==> config.mk <==
export PLATFORM = sky130hd
export DESIGN_NAME = nxtpc_unit
export DESIGN_NICKNAME = d
export VERILOG_FILES = /design/src/rtl/nxtpc_pkg.sv /design/src/rtl/nxtpc_cmp.sv /design/src/rtl/nxtpc_tgt.sv /design/src/rtl/nxtpc_unit.sv
export SDC_FILE = /design/constraint.sdc
export NUM_CORES = 1
export LEC_CHECK = 0
export BUFFER_PORTS_ARGS = -buffer_cell sky130_fd_sc_hd__buf_4
export CAP_MARGIN = 10
export CORE_AREA = 2 2 132 134
export DETAILED_ROUTE_END_ITERATION = 12
export DIE_AREA = 0 0 134 136
export PLACE_DENSITY = 0.81
export SETUP_SLACK_MARGIN = 0.02
export SLEW_MARGIN = 20
export SYNTH_ARGS = -nofsm -noshare
export SYNTH_HDL_FRONTEND = slang
export SYNTH_SLANG_ARGS = --single-unit
==> constraint.sdc <==
create_clock -name vclk -period 11.5
set_clock_uncertainty 0.2 [all_clocks]
set_input_delay 2.875 -clock vclk [all_inputs]
set_output_delay 2.875 -clock vclk [all_outputs]
set_load 0.1 [all_outputs]
==> src/rtl/nxtpc_pkg.sv <==
package nxtpc_pkg;
  localparam int XLEN   = 32;
  localparam int OFF_W  = 16;
  localparam int JOFF_W = 27;

  typedef enum logic [3:0] {
    CLS_HALT   = 4'b1111,
    CLS_JUMP   = 4'b1001,
    CLS_JUMPR  = 4'b1000,
    CLS_BRANCH = 4'b0110,
    CLS_RETI   = 4'b0100
  } pc_class_e;

  typedef enum logic [2:0] {
    CND_EQ  = 3'b000,
    CND_GT  = 3'b001,
    CND_GE  = 3'b010,
    CND_R3  = 3'b011,
    CND_NE  = 3'b100,
    CND_LT  = 3'b101,
    CND_LE  = 3'b110,
    CND_R7  = 3'b111
  } br_cond_e;

  function automatic logic [XLEN-1:0] sext_off(input logic [OFF_W-1:0] v);
    return {{(XLEN-OFF_W){v[OFF_W-1]}}, v};
  endfunction

  function automatic logic [XLEN-1:0] sext_joff(input logic [JOFF_W-1:0] v);
    return {{(XLEN-JOFF_W){v[JOFF_W-1]}}, v};
  endfunction

  function automatic logic [XLEN-1:0] zext_joff(input logic [JOFF_W-1:0] v);
    return {{(XLEN-JOFF_W){1'b0}}, v};
  endfunction
endpackage

==> src/rtl/nxtpc_cmp.sv <==
module nxtpc_cmp
  import nxtpc_pkg::*;
#(
  parameter int W = XLEN
) (
  input  logic [W-1:0] a_i,
  input  logic [W-1:0] b_i,
  input  logic [2:0]   cond_i,
  input  logic         sgn_i,
  output logic         hit_o,
  output logic         rsvd_o
);
  logic [W-1:0] a_bias, b_bias;
  logic         eq, lt;

  // Flipping the sign bit maps signed order onto unsigned order.
  assign a_bias = {a_i[W-1] ^ sgn_i, a_i[W-2:0]};
  assign b_bias = {b_i[W-1] ^ sgn_i, b_i[W-2:0]};
  assign eq     = (a_i == b_i);
  assign lt     = (a_bias < b_bias);

  always_comb begin
    hit_o  = 1'b0;
    rsvd_o = 1'b0;
    unique case (br_cond_e'(cond_i))
      CND_EQ: hit_o = eq;
      CND_GT: hit_o = !lt && !eq;
      CND_GE: hit_o = !lt;
      CND_NE: hit_o = !eq;
      CND_LT: hit_o = lt;
      CND_LE: hit_o = lt || eq;
      CND_R3, CND_R7: rsvd_o = 1'b1;
      default: rsvd_o = 1'b1;
    endcase
  end
endmodule

==> src/rtl/nxtpc_tgt.sv <==
module nxtpc_tgt
  import nxtpc_pkg::*;
#(
  parameter int W = XLEN
) (
  input  logic [W-1:0]  pc_i,
  input  logic [31:0]   instr_i,
  input  logic [W-1:0]  opb_i,
  output logic [W-1:0]  seq_o,
  output logic [W-1:0]  jmp_o,
  output logic [W-1:0]  jreg_o,
  output logic [W-1:0]  br_o
);
  logic          rel;
  logic [W-1:0]  off16;
  logic [W-1:0]  base_reg;

  assign rel      = instr_i[0];
  assign off16    = sext_off(instr_i[27:12]);
  assign base_reg = opb_i + off16;

  assign seq_o  = pc_i + W'(1);
  assign br_o   = pc_i + off16;
  assign jmp_o  = rel ? (pc_i + sext_joff(instr_i[27:1])) : zext_joff(instr_i[27:1]);
  assign jreg_o = rel ? (pc_i + base_reg) : base_reg;
endmodule

==> src/rtl/nxtpc_unit.sv <==
module nxtpc_unit
  import nxtpc_pkg::*;
#(
  parameter int W = XLEN
) (
  input  logic [W-1:0]  pc_i,
  input  logic [31:0]   instr_i,
  input  logic [W-1:0]  opa_i,
  input  logic [W-1:0]  opb_i,
  input  logic [W-1:0]  irq_pc_i,
  input  logic          reti_stb_i,
  output logic [W-1:0]  next_pc_o,
  output logic          taken_o
);
  pc_class_e    cls;
  logic         is_halt, is_jump, is_jreg, is_branch, is_ret;
  logic         br_hit, br_rsvd;
  logic [W-1:0] seq_pc, jmp_tgt, jreg_tgt, br_tgt;

  assign cls       = pc_class_e'(instr_i[31:28]);
  assign is_ret    = reti_stb_i || (cls == CLS_RETI);
  assign is_halt   = !is_ret && (cls == CLS_HALT);
  assign is_jump   = !is_ret && (cls == CLS_JUMP);
  assign is_jreg   = !is_ret && (cls == CLS_JUMPR);
  assign is_branch = !is_ret && (cls == CLS_BRANCH);

  nxtpc_cmp #(.W(W)) u_cmp (
    .a_i    (opa_i),
    .b_i    (opb_i),
    .cond_i (instr_i[3:1]),
    .sgn_i  (instr_i[0]),
    .hit_o  (br_hit),
    .rsvd_o (br_rsvd)
  );

  nxtpc_tgt #(.W(W)) u_tgt (
    .pc_i    (pc_i),
    .instr_i (instr_i),
    .opb_i   (opb_i),
    .seq_o   (seq_pc),
    .jmp_o   (jmp_tgt),
    .jreg_o  (jreg_tgt),
    .br_o    (br_tgt)
  );

  always_comb begin
    next_pc_o = seq_pc;
    taken_o   = 1'b0;
    if (is_ret) begin
      next_pc_o = irq_pc_i;
      taken_o   = 1'b1;
    end else if (is_halt) begin
      next_pc_o = pc_i;
      taken_o   = 1'b1;
    end else if (is_jump) begin
      next_pc_o = jmp_tgt;
      taken_o   = 1'b1;
    end else if (is_jreg) begin
      next_pc_o = jreg_tgt;
      taken_o   = 1'b1;
    end else if (is_branch && br_hit) begin
      next_pc_o = br_tgt;
      taken_o   = 1'b1;
    end
  end
endmodule

# Word-level counts from Yosys, hierarchy flattened
# Cells that the tools add are included.
# word_totals
regBits	0
inputBits	161
# op_classes
add_sub_neg	5
order_cmp	1
eq_ne	11
mux	13
bitwise	2
n_reduce_logical	12
# op_table
op	count
32-bit 2-to-1 mux	7
32-bit adder	4
32-bit by 1-bit adder with 32-bit output (second input constant)	1
32-bit equality test	1
32-bit < comparator	1
4-bit equality test (second input constant)	3
3-bit equality test (second input constant)	3
4-bit by 3-bit equality test with 1-bit output (second input constant)	2
1-bit logical AND	6
1-bit one-hot mux with 6 select lines	1
1-bit 2-to-1 mux	5
3-bit by 1-bit equality test with 1-bit output (second input constant)	1
3-bit by 2-bit equality test with 1-bit output (second input constant)	1
1-bit zero test	3
3-bit zero test	1
1-bit logical OR	2
1-bit bitwise XOR	2

# Logic depth before layout (Yosys ltp)
# Gate-level depths: netlist (run 1).
# logic_depth
word_depth	11
ltp_mapped	25
depth_no_buf	23

# By module
# Synthesis (run 1) repeated with hierarchy kept, for this count alone.
# unflattened
hier_cells	1413
area_unflattened_um2	10005.8
# modules_own_cells
module	n_inst	cells_per_inst	area_each_um2
nxtpc_tgt	1	1025	7320.8
nxtpc_unit	1	258	1739.2
nxtpc_cmp	1	130	945.9

# Worst setup path before layout (run 1)
# No wires, ideal clock.
# synth_path
path_type	input port to output port
from	in instr_i[0]
to	out next_pc_o[30]
arrival_ns	9.950
path_slack_ns	-1.525
path_stages	21
path_buffers	4
cell_sequence	clkbuf_1 -> clkbuf_1 -> buf_1 -> xnor2_1 -> ha_1 -> o21ai_0 -> o32a_1 -> o21ai_0 -> a21bo_2 -> a31oi_2 -> ha_1 -> clkbuf_1 -> and3_1 -> a221oi_1 -> o21ai_0 -> o31ai_1 -> a21oi_1 -> o21bai_1 -> a21boi_0 -> a211o_1 -> a311oi_1
# synth_between
elab_chain_len	11
elab_cells_between_ends	15
classes_between	1 x order compare; 8 x mux; 2 x bitwise; 4 x reduce/logical
# synth_lines
element	line	text
start: declaration	nxtpc_unit.sv:7	input logic [31:0] instr_i,
1-bit bitwise XOR (on tied branches)	nxtpc_cmp.sv:17, nxtpc_cmp.sv:18	
32-bit < comparator	nxtpc_cmp.sv:20	assign lt = (a_bias < b_bias);
1-bit zero test	nxtpc_cmp.sv:27, nxtpc_cmp.sv:28	
1-bit logical AND	nxtpc_cmp.sv:27	CND_GT: hit_o = !lt && !eq;
1-bit one-hot mux with 6 select lines	nxtpc_cmp.sv:25	unique case (br_cond_e'(cond_i))
1-bit logical AND	nxtpc_unit.sv:61	end else if (is_branch && br_hit) begin
32-bit 2-to-1 mux	nxtpc_unit.sv:61	
32-bit 2-to-1 mux	nxtpc_unit.sv:58	end else if (is_jreg) begin
32-bit 2-to-1 mux *	nxtpc_unit.sv:55	end else if (is_jump) begin
32-bit 2-to-1 mux *	nxtpc_unit.sv:52	end else if (is_halt) begin
32-bit 2-to-1 mux *	nxtpc_unit.sv:49	if (is_ret) begin
end: declaration	nxtpc_unit.sv:12	output logic [W-1:0] next_pc_o,
# Mark *: on every way between the ends. The rest lies on a longest branch, timed or not.

# Worst setup path in the final report (run 1)
# layout_path
from	in opa_i[21]
to	out next_pc_o[30]
# layout_between
elab_chain_len	10
elab_cells_between_ends	13
classes_between	1 x order compare; 1 x eq/ne; 6 x mux; 5 x reduce/logical
# layout_lines
element	line	text
start: declaration	nxtpc_unit.sv:8	input logic [W-1:0] opa_i,
32-bit < comparator / 32-bit equality test (equally long branches)	nxtpc_cmp.sv:20, nxtpc_cmp.sv:19	
1-bit zero test (on tied branches)	nxtpc_cmp.sv:27, nxtpc_cmp.sv:28, nxtpc_cmp.sv:29	
1-bit logical AND	nxtpc_cmp.sv:27	
1-bit one-hot mux with 6 select lines *	nxtpc_cmp.sv:25	
1-bit logical AND *	nxtpc_unit.sv:61	
32-bit 2-to-1 mux *	nxtpc_unit.sv:61	
32-bit 2-to-1 mux *	nxtpc_unit.sv:58	
32-bit 2-to-1 mux *	nxtpc_unit.sv:55	
32-bit 2-to-1 mux *	nxtpc_unit.sv:52	
32-bit 2-to-1 mux *	nxtpc_unit.sv:49	
# Marked as above.

==> reports/metrics.yaml, run 1 <==
outcome: "complete, no violations"
ioPinCount: 194
max_freq_mhz: 88.79
route.final.wire_length_um: 33450
synth.yosys.seq_area_share_pct: 0
finalWorstSetupSlack_ns: 0.2372
post-route-util_pct: 64.92
route.detailed.vias_per_inst: 6.418
rsz0062_at_grt: "no"
critPathArrivalTime_ns: 8.19
setup_viol: 0
start_util_pct: 53.69
drv.max_cap_violation_count: 0
ff_latch_area_um2: 0
hold_path.class: "input port to primary output"
areaGrowthSynthToFinish_pct: 20.92
buffer_ports.inserted: 194
final_net_count: 1831
hold_depth: 4
avgSynthCellArea_um2: 6.767
synth_cell_type_count: 75
globalRouteTotalUtil_pct: 34.85
drt-initial-drc-count: 869
wire_per_inst_um: 19.30
remaining_drc_errors: 0
n_clock_buffer: 0
post_route_cells_drive_above_1_share_pct: 17.84
vias: 11120
maximum_number_of_pins_on_one_net_before_global_route_repair: 63
grt_pass1_wl_um: 51540
power.ir.vdd_worst_mv: 0.04207
min_period_over_period_pct: 97.94
netlist_area_mm2: 0.009061
critical_path_class: "input port to primary output"
antenna_violating_nets_post_route: 0
cp-end-kind: "primary output"
max-slew-margin-rel_pct: 31.07
worst_pin_slew_ns: 1.026
final-max-slew-violation-count: 0
detailed_place.area_mm2: 0.01091
fp-row-count: 48
syn-instance-count: 1339
filler_cell_count: 1577
drt_first_pass_iters: 5
floorplan.core_area_mm2: 0.01688
dpl.hpwl_um: 27370
globalplace.congestion: 1.017
n_antenna_cell: 0
leakagePower_nw: 5.273
final.min_clock_period_ns: 11.26
pre_cts_ws_ns: -0.1170
grt_overflow_total: 0
worst-endpoint-required_ns: 8.43
postSynthNetCount: 1660
final_hold_viol_count: 0
design_area_mm2: 0.01096
fp.dieArea_mm2: 0.01822
die_width_um: 134
crit_path_max_fanout: 7
startpoint_type: "input port"
grt_pass1_vias: 10260
synth-warning-count: 0
antenna_found_initial: 0
layout.sequential_cells: 0
power.density_cell_area_mw_per_mm2: 71.01
die_height_um: 136
cell families after synthesis:
logic type	count (synthesis)	synth area share, %
buf+inv	115	4.764
simple gates	409	22.37
compound gates	527	37.45
mux	30	3.369
xor+xnor	98	9.624
fa+ha+maj	160	22.42
layer usage:
layer	global-route usage (%)	wire length, um
met1	47.40	14650
met2	55.70	14300
met3	6.972	3494
met4	10.05	1013
met5	0	0
Yosys cell counts (7+ instances only):
cell                       number  share of area (%)
sky130_fd_sc_hd__nor2_1        97                4.0
sky130_fd_sc_hd__a221oi_1      13                1.3
sky130_fd_sc_hd__and2_1        19                1.3
sky130_fd_sc_hd__inv_1         71                2.9
sky130_fd_sc_hd__clkbuf_1      42                1.7
sky130_fd_sc_hd__mux2i_1       26                2.9
sky130_fd_sc_hd__a21oi_1      157                8.7
sky130_fd_sc_hd__ha_1         156                 22
sky130_fd_sc_hd__or3_1         17                1.2
sky130_fd_sc_hd__o211ai_1      20                1.7
sky130_fd_sc_hd__xor2_1        36                3.5
sky130_fd_sc_hd__nor3_1        33                1.8
sky130_fd_sc_hd__nand2_1      104                4.3
sky130_fd_sc_hd__nand3_1       31                1.7
sky130_fd_sc_hd__o21bai_1      15                1.2
sky130_fd_sc_hd__and3_1        25                1.7
sky130_fd_sc_hd__a31oi_1       18                1.2
sky130_fd_sc_hd__o21a_1        17                1.4
sky130_fd_sc_hd__nand2b_1      14               0.97
sky130_fd_sc_hd__a211oi_1      27                2.2
sky130_fd_sc_hd__or2_2          9               0.62
sky130_fd_sc_hd__nor2b_1       15                1.0
sky130_fd_sc_hd__o31a_1         8               0.77
sky130_fd_sc_hd__nand4_1       18                1.2
sky130_fd_sc_hd__o21ai_1        7               0.39
sky130_fd_sc_hd__o21ai_0      101                5.6
sky130_fd_sc_hd__xnor2_1       61                5.9
sky130_fd_sc_hd__a21o_1        61                5.1
sky130_fd_sc_hd__o22ai_1        9               0.62
cell usage in the layout (no fill, tap or decap), drive strengths merged, types with 5 or more instances in the layout:
cell type,Yosys,routed
a211o,5,5
a211oi,27,27
a21boi,7,7
a21o,61,61
a21oi,159,159
a221oi,13,13
a31oi,20,20
and2,19,19
and3,26,26
buf,2,213
ha,156,156
inv,71,71
mux2i,26,26
nand2,104,104
nand2b,14,14
nand3,31,31
nand4,18,18
nor2,97,97
nor2b,15,15
nor3,33,33
o211ai,21,21
o21a,17,17
o21ai,109,109
o21bai,15,15
o221ai,6,6
o22ai,9,9
o31a,8,8
o31ai,5,5
or2,10,10
or3,17,17
or4,5,5
xnor2,61,61
xor2,36,36
per-stage QoR:
step                TNS, ns  std cells  power [mW]  hold slack (ns)
finish                    0       1733      0.7780            5.973
global route              0       1733      0.8406            5.986
CTS                       0       1732      0.7592            5.975
detailed placement  -0.2857       1732      0.7547            5.975
global placement          0       1732      0.7418            5.971
floorplan           -0.5142       1339      0.5560            5.836
final cells by class:
| class | instances | area [um2] | area share, % |
|---|---|---|---|
| tap | 225 | 281.5 | 2.569 |
| multi-input combinational | 1224 | 8806 | 80.37 |
| inverter | 71 | 266.5 | 2.432 |
| timing repair buffer | 213 | 1603 | 14.63 |
report_power, final:
group	internal (mW)	switching (mW)	total (mW)
combinational	0.302	0.476	0.778
sequential	0	0	0
clock	0	0	0
critical path, stage by stage:
cell and delay (ns):
sky130_fd_sc_hd__buf_4 0.11, sky130_fd_sc_hd__ha_1 0.30, sky130_fd_sc_hd__a21o_1 0.16, sky130_fd_sc_hd__a21o_1 0.17, sky130_fd_sc_hd__a221o_1 0.35, sky130_fd_sc_hd__a221oi_2 0.32
sky130_fd_sc_hd__o21ai_1 0.17, sky130_fd_sc_hd__a21bo_2 0.27, sky130_fd_sc_hd__nand3_2 0.16, sky130_fd_sc_hd__nand2b_1 0.12, sky130_fd_sc_hd__ha_1 0.19, sky130_fd_sc_hd__inv_1 0.07
sky130_fd_sc_hd__fa_1 0.43, sky130_fd_sc_hd__nor2b_1 0.12, sky130_fd_sc_hd__o21ai_0 0.12, sky130_fd_sc_hd__a21boi_1 0.27, sky130_fd_sc_hd__o41a_1 0.27, sky130_fd_sc_hd__o211ai_1 0.11
sky130_fd_sc_hd__buf_4 0.16, sky130_fd_sc_hd__a21oi_1 0.23, sky130_fd_sc_hd__o21ai_0 0.13, sky130_fd_sc_hd__a31o_2 0.25, sky130_fd_sc_hd__a211o_1 0.27, sky130_fd_sc_hd__a311oi_2 0.30
sky130_fd_sc_hd__buf_6 0.27
timing repair:
action | CTS | global route
hold buffers | 0 | 0
gates cloned | 0 | 0
setup endpoints to repair | 5 | 16
setup buffers | 0 | 1
pin swaps | 0 | 4
resized for setup | 4 | 9
worst paths after layout:
check / slack [ns] / startpoint / endpoint
worst max-delay path: 0.24 / opa_i[21] / next_pc_o[30]
worst min-delay path: 5.97 / irq_pc_i[5] / next_pc_o[5]
Power figures use the tool's default switching activity.
==> run 2: changes to the inputs <==
Settings changed: CORE_AREA 2 2 132 134 to 2 2 134 136, DIE_AREA 0 0 134 136 to 0 0 136 138, PLACE_DENSITY 0.81 to 0.82.
Clock period 11.5 ns to 9.27 ns, I/O delays scaled along.
==> reports/metrics.yaml, run 2 (same netlist as run 1, synthesis figures left out) <==
layout.sequential_cells: 0  # unchanged
drt-initial-drc-count: 1576  # +81%
globalplace.congestion: 1.005  # -1.2%
route.detailed.vias_per_inst: 6.590  # +2.7%
maximum_number_of_pins_on_one_net_before_global_route_repair: 63  # unchanged
dpl.hpwl_um: 30420  # +11%
power.density_cell_area_mw_per_mm2: 85.07  # +20%
start_util_pct: 51.68  # -2.0 points
ff_latch_area_um2: 0  # unchanged
finalWorstSetupSlack_ns: -0.7272  # -0.9644 ns
final.min_clock_period_ns: 9.997
startpoint_type: "input port"
failed_checks: "setup timing"
n_clock_buffer: 0  # unchanged
vias: 13250  # +19%
rsz0062_at_grt: "yes"
grt_overflow_total: 0  # unchanged
drt_first_pass_iters: 7  # +2
globalRouteTotalUtil_pct: 39.51  # +4.7 points
post_route_cells_drive_above_1_share_pct: 39.58  # +22 points
holdCritStartpoint: "irq_pc_i[6]"
max_freq_mhz: 100.0
wire_per_inst_um: 21.69  # +12%
mostFrequentLayoutCell: "sky130_fd_sc_hd__buf_4"
max-slew-margin-rel_pct: 31.11  # +0.038 points
cts.hold.buffers_added: 0  # unchanged
drv.max_cap_violation_count: 0  # unchanged
worst_pin_slew_ns: 1.025  # -0.0005681 ns
final_net_count: 2104  # +15%
grt_pass1_vias: 12220  # +19%
crit_path_max_fanout: 6  # -1
power.ir.vdd_worst_mv: 0.05642  # +34%
final-instance-count-excl-fill: 2010  # +16%
n_antenna_cell: 0  # unchanged
floorplan.core_area_mm2: 0.01753  # +3.9%
buffer_ports.inserted: 194  # unchanged
worst_setup_path_startpoint: "opb_i[21]"
hold_path.class: "input port to primary output"
final_hold_viol_count: 0  # unchanged
route.final.wire_length_um: 43600  # +30%
areaGrowthSynthToFinish_pct: 61.94
antenna_violating_nets_post_route: 0  # unchanged
worst-endpoint-required_ns: 6.75  # -1.68 ns
setup_viol: 19  # +19
die_height_um: 138  # +1.5%
remaining_drc_errors: 0  # unchanged
outcome: "complete, but fails checks"
ioPinCount: 194  # unchanged
die_width_um: 136  # +1.5%
final-max-slew-violation-count: 0  # unchanged
fp.dieArea_mm2: 0.01877  # +3.0%
min_period_over_period_pct: 107.8
critPathArrivalTime_ns: 7.48  # -0.71 ns
critical_path_class: "input port to primary output"
grt_pass1_wl_um: 60590  # +18%
fp-row-count: 49  # +2.1%
placed_cells: 1972  # +14%
leakagePower_nw: 6.935  # +32%
highest_count_cells_in_the_layout_ignoring_fill_and_taps: "sky130_fd_sc_hd__buf_4 (431), sky130_fd_sc_hd__a21oi_1 (128), sky130_fd_sc_hd__ha_1 (125), sky130_fd_sc_hd__nand2_1 (102), sky130_fd_sc_hd__nor2_1 (90)"
post-route-util_pct: 83.69  # +19 points
antenna_found_initial: 0  # unchanged
cp-end-kind: "primary output"
run 2: report_power, final:
group | switching (mW) | internal [mW] | total (mW)
clock network | 0 | 0 | 0
logic | 0.696 | 0.552 | 1.25
registers | 0 | 0 | 0
total | 0.696 | 0.552 | 1.25
run 2: repair_timing:
action                     4_1_cts  5_1_grt
setup endpoints to repair       24       26
gates resized for setup        168      130
cloned                           1        0
pin swaps                       92       87
buffers inserted                24       18
run 2: critical path: stages:
cell and delay, ns:
sky130_fd_sc_hd__buf_8 0.10, sky130_fd_sc_hd__inv_4 0.04, sky130_fd_sc_hd__ha_4 0.19, sky130_fd_sc_hd__a21o_1 0.15, sky130_fd_sc_hd__a21o_1 0.15, sky130_fd_sc_hd__a221o_1 0.39
sky130_fd_sc_hd__a221oi_4 0.33, sky130_fd_sc_hd__o21ai_2 0.13, sky130_fd_sc_hd__a211o_1 0.30, sky130_fd_sc_hd__buf_6 0.14, sky130_fd_sc_hd__a31oi_4 0.15, sky130_fd_sc_hd__buf_12 0.16
sky130_fd_sc_hd__buf_6 0.09, sky130_fd_sc_hd__buf_4 0.12, sky130_fd_sc_hd__ha_1 0.18, sky130_fd_sc_hd__nand4_1 0.26, sky130_fd_sc_hd__buf_4 0.23, sky130_fd_sc_hd__o21ai_2 0.42
sky130_fd_sc_hd__a21oi_4 0.11, sky130_fd_sc_hd__o21ai_2 0.13, sky130_fd_sc_hd__a21oi_2 0.11, sky130_fd_sc_hd__buf_4 0.16, sky130_fd_sc_hd__xor2_2 0.31, sky130_fd_sc_hd__o21ai_2 0.16
sky130_fd_sc_hd__a211oi_2 0.31, sky130_fd_sc_hd__o21ai_4 0.11, sky130_fd_sc_hd__buf_12 0.19
run 2: path summary, 6_finish.rpt:
check	to	cells past startpoint
setup / recovery	next_pc_o[23]	27
hold / removal	next_pc_o[6]	4
run 2: per-layer routing:
layer / vias up / GRT usage (%) / part of all wire [%]
li1: 5955 / - / -
met1: 6061 / 49.94 / 36
met2: 924 / 65.19 / 44
met3: 306 / 6.271 / 13
met4: 0 / 18.48 / 7.3
met5: - / 0 / 0
run 2: layout make-up:
type / count / area (um2)
multi-input cells: 1224 / 10040
repair buffers: 486 / 4079
fillers: 1046 / 2860
well taps: 229 / 286.5
inverters: 71 / 271.5
run 2: per-stage QoR:
stage	power, mW	hold slack, ns	area [um2]	worst slack [ns]	setup TNS (ns)
3_5_place_dp	1.092	4.861	12990	-0.7006	-10.13
3_3_place_gp	1.061	4.858	12990	-0.5238	-7.286
6_report	1.248	4.805	14670	-0.7272	-5.703
4_1_cts	1.157	4.817	13920	-0.3284	-1.704
2_1_floorplan	0.7130	4.711	9544	-0.4653	-0.9552
5_1_grt	1.320	4.829	14670	-0.8645	-7.580
==> run 3: changes to the inputs <==
--- a/config.mk
+++ b/config.mk
@@ -6,9 +6,9 @@
 export NUM_CORES = 1
 export LEC_CHECK = 0
+export ABC_AREA = 1
 export BUFFER_PORTS_ARGS = -buffer_cell sky130_fd_sc_hd__buf_4
-export CAP_MARGIN = 10
-export CORE_AREA = 2 2 134 136
+export CORE_AREA = 2 2 141 143
 export DETAILED_ROUTE_END_ITERATION = 12
-export DIE_AREA = 0 0 136 138
+export DIE_AREA = 0 0 143 145
 export PLACE_DENSITY = 0.82
 export SETUP_SLACK_MARGIN = 0.02
==> constraint.sdc (replaced) <==
create_clock -name vclk -period 9.27
set_clock_uncertainty 0.2 [all_clocks]
set_input_delay 2.3175 -clock vclk [all_inputs]
set_output_delay 2.3175 -clock vclk [all_outputs]
set_load 0.01 [all_outputs]
==> reports/metrics.yaml, run 3 <==
power.ir.vdd_worst_mv: 0.05442  # -3.6%
highest_count_cells_in_the_layout_ignoring_fill_and_taps: "sky130_fd_sc_hd__nand2_1 (425), sky130_fd_sc_hd__inv_1 (227), sky130_fd_sc_hd__buf_4 (221), sky130_fd_sc_hd__a21oi_1 (212), sky130_fd_sc_hd__nor2_1 (175)"
antenna_found_initial: 0  # unchanged
postSynthNetCount: 2132  # +28%
ioPinCount: 194  # unchanged
hold_path.class: "input port to primary output"
areaGrowthSynthToFinish_pct: 19.79
outcome: "complete, no violations"
max_freq_mhz: 110.1  # +10%
synth_top_cells_by_area: "sky130_fd_sc_hd__ha_1 (19%), sky130_fd_sc_hd__nand2_1 (16%), sky130_fd_sc_hd__a21oi_1 (11%), sky130_fd_sc_hd__inv_1 (8.4%), sky130_fd_sc_hd__nor2_1 (6.6%)"
yosys.area.top_type_share_pct: 19.25  # -2.3 points
setup_viol: 0  # -19
fp-row-count: 51  # +4.1%
cp-end-kind: "primary output"
met1Wirelength_um: 18080  # +14%
met2WireLength_um: 18920  # -0.89%
final_net_count: 2325  # +11%
dpl.hpwl_um: 37350  # +23%
post_route_cells_drive_above_1_share_pct: 16.03  # -24 points
buffer_ports.inserted: 194  # unchanged
min_period_over_period_pct: 97.99  # -9.9 points
crit_path_max_fanout: 14  # +8
drv.max_cap_violation_count: 0  # unchanged
yosys.area.top_type: "sky130_fd_sc_hd__ha_1"
synth_cell_type_count: 65  # -13%
cpLargestDelayFamily: "simple AND/OR/NAND/NOR gates"
worst_path_slowest_cell: "sky130_fd_sc_hd__ha_1"
route.top_layer_used: "met4"
hold-worst-slack_ns: 4.711  # -0.09437 ns
critical_path_class: "input port to primary output"
synth.most_common_cell: "sky130_fd_sc_hd__nand2_1"
holdCritStartpoint: "irq_pc_i[16]"
vias: 13650  # +3.0%
final.min_clock_period_ns: 9.084  # -0.9135 ns
ff_latch_area_um2: 0  # unchanged
max-slew-margin-rel_pct: 28.02  # -3.1 points
worst-endpoint-required_ns: 6.75  # about the same
final-max-slew-violation-count: 0  # unchanged
route.final.wire_length_um: 44680  # +2.5%
floorplan.core_area_mm2: 0.01921  # +9.5%
worst_pin_slew_ns: 1.070  # +0.04435 ns
drt-initial-drc-count: 1267  # -20%
synth-warning-count: 0  # unchanged
route.detailed.vias_per_inst: 6.021  # -8.6%
worst_hold_path.endpoint: "next_pc_o[16]"
avgSynthCellArea_um2: 5.600  # -17%
grt_pass1_wl_um: 66470  # +9.7%
maximum_number_of_pins_on_one_net_before_global_route_repair: 57  # -9.5%
startpoint_type: "input port"
drt_first_pass_iters: 8  # +1
cts.hold.buffers_added: 0  # unchanged
start_util_pct: 52.80  # +1.1 points
critical_path.max_stage_delay_ns: 0.36  # -0.06 ns
globalplace.congestion: 1.115  # +11%
remaining_drc_errors: 0  # unchanged
n_antenna_cell: 0  # unchanged
antenna_violating_nets_post_route: 0  # unchanged
critPathArrivalTime_ns: 6.57  # -0.91 ns
die_width_um: 143  # +5.1%
mostFrequentLayoutCell: "sky130_fd_sc_hd__nand2_1"
netlist_area_mm2: 0.01014  # +12%
fin_tns_setup_ns: 0  # +5.703 ns
globalRouteTotalUtil_pct: 40.39  # +0.88 points
crit_buf_inv: 6  # -3
die_height_um: 145  # +5.1%
synth.yosys.seq_area_share_pct: 0  # unchanged
leakagePower_nw: 6.561  # -5.4%
wire_per_inst_um: 19.71  # -9.1%
hold_depth: 4  # unchanged
syn-instance-count: 1811  # +35%
grt_pass1_vias: 12190  # -0.26%
layout.sequential_cells: 0  # unchanged
met3RoutedLength_um: 4932  # -9.8%
fp.dieArea_mm2: 0.02074  # +10%
synth_commonest_cells: "sky130_fd_sc_hd__nand2_1 (428), sky130_fd_sc_hd__inv_1 (228), sky130_fd_sc_hd__a21oi_1 (221), sky130_fd_sc_hd__nor2_1 (177), sky130_fd_sc_hd__ha_1 (156)"
rsz0062_at_grt: "yes"
power.density_cell_area_mw_per_mm2: 74.84  # -12%
final_hold_viol_count: 0  # unchanged
n_clock_buffer: 0  # unchanged
grt_overflow_total: 0  # unchanged
[run 3: changes by cell type in the layout (fill, tap and decap cells not counted), sizes merged, moves of 24 or more]
cell / previous run / this run
buf: 486 / 224
nand2: 104 / 437
a211oi: 27 / 1
nand3: 31 / 113
xnor2: 61 / 29
a21oi: 159 / 232
mux2i: 26 / 0
and3: 26 / 2
o21ai: 109 / 139
nor2: 97 / 180
inv: 71 / 235
a21o: 61 / 27
[run 3: kinds of logic after synthesis]
| kind of cell | after synthesis | share of synthesized area (%) |
|---|---|---|
| fa+ha+maj | 160 | 20.04 |
| simple gates | 818 | 34.68 |
| xor+xnor | 71 | 6.280 |
| compound gates | 492 | 28.34 |
| buf+inv | 270 | 10.66 |
[run 3: layout make-up]
cell class | count | area [um2]
Fill cell | 1933 | 7059
Inverter | 237 | 893.4
Timing Repair Buffer | 224 | 1693
Multi-Input combinational cell | 1541 | 9230
Tap cell | 265 | 331.6
[run 3: worst max path at each step]
stage	cells after the start	end	from
CTS	27	next_pc_o[30]	instr_i[0]
finish	28	next_pc_o[14]	instr_i[0]
floorplan	31	next_pc_o[10]	instr_i[0]
global route	30	next_pc_o[11]	instr_i[0]
global placement	27	next_pc_o[14]	instr_i[0]
detailed placement	27	next_pc_o[30]	instr_i[0]
[run 3: where the power goes]
| part | internal, mW | switching, mW | total [mW] |
|---|---|---|---|
| clock | 0 | 0 | 0 |
| sequential | 0 | 0 | 0 |
| combinational | 0.338 | 0.571 | 0.909 |
| total | 0.338 | 0.571 | 0.909 |
[run 3: layer usage]
metal / GRT usage (%) / vias to the layer above
met5: 0 / -
met4: 18.91 / 0
met3: 7.162 / 169
met2: 62.22 / 809
met1: 54.20 / 6092
li1: - / 6579
[run 3: metrics by stage]
| step | util (%) | worst slack (ns) | area [um2] | cells | total power [mW] |
|---|---|---|---|---|---|
| 4_1_cts | 62.17 | 0.08827 | 11940 | 2264 | 0.8706 |
| 2_1_floorplan | - | 0.6184 | 10140 | 1811 | 0.5864 |
| 3_3_place_gp | 62.17 | 0.1617 | 11940 | 2264 | 0.8577 |
| 3_5_place_dp | 62.17 | 0.1114 | 11940 | 2264 | 0.8653 |
| 5_1_grt | 63.25 | -0.02274 | 12150 | 2267 | 0.9936 |
| 6_report | 63.25 | 0.1863 | 12150 | 2267 | 0.9091 |
[run 3: what timing repair did]
action,CTS,global route
setup endpoints to repair,0,21
resized for setup,0,44
buffers inserted,0,3
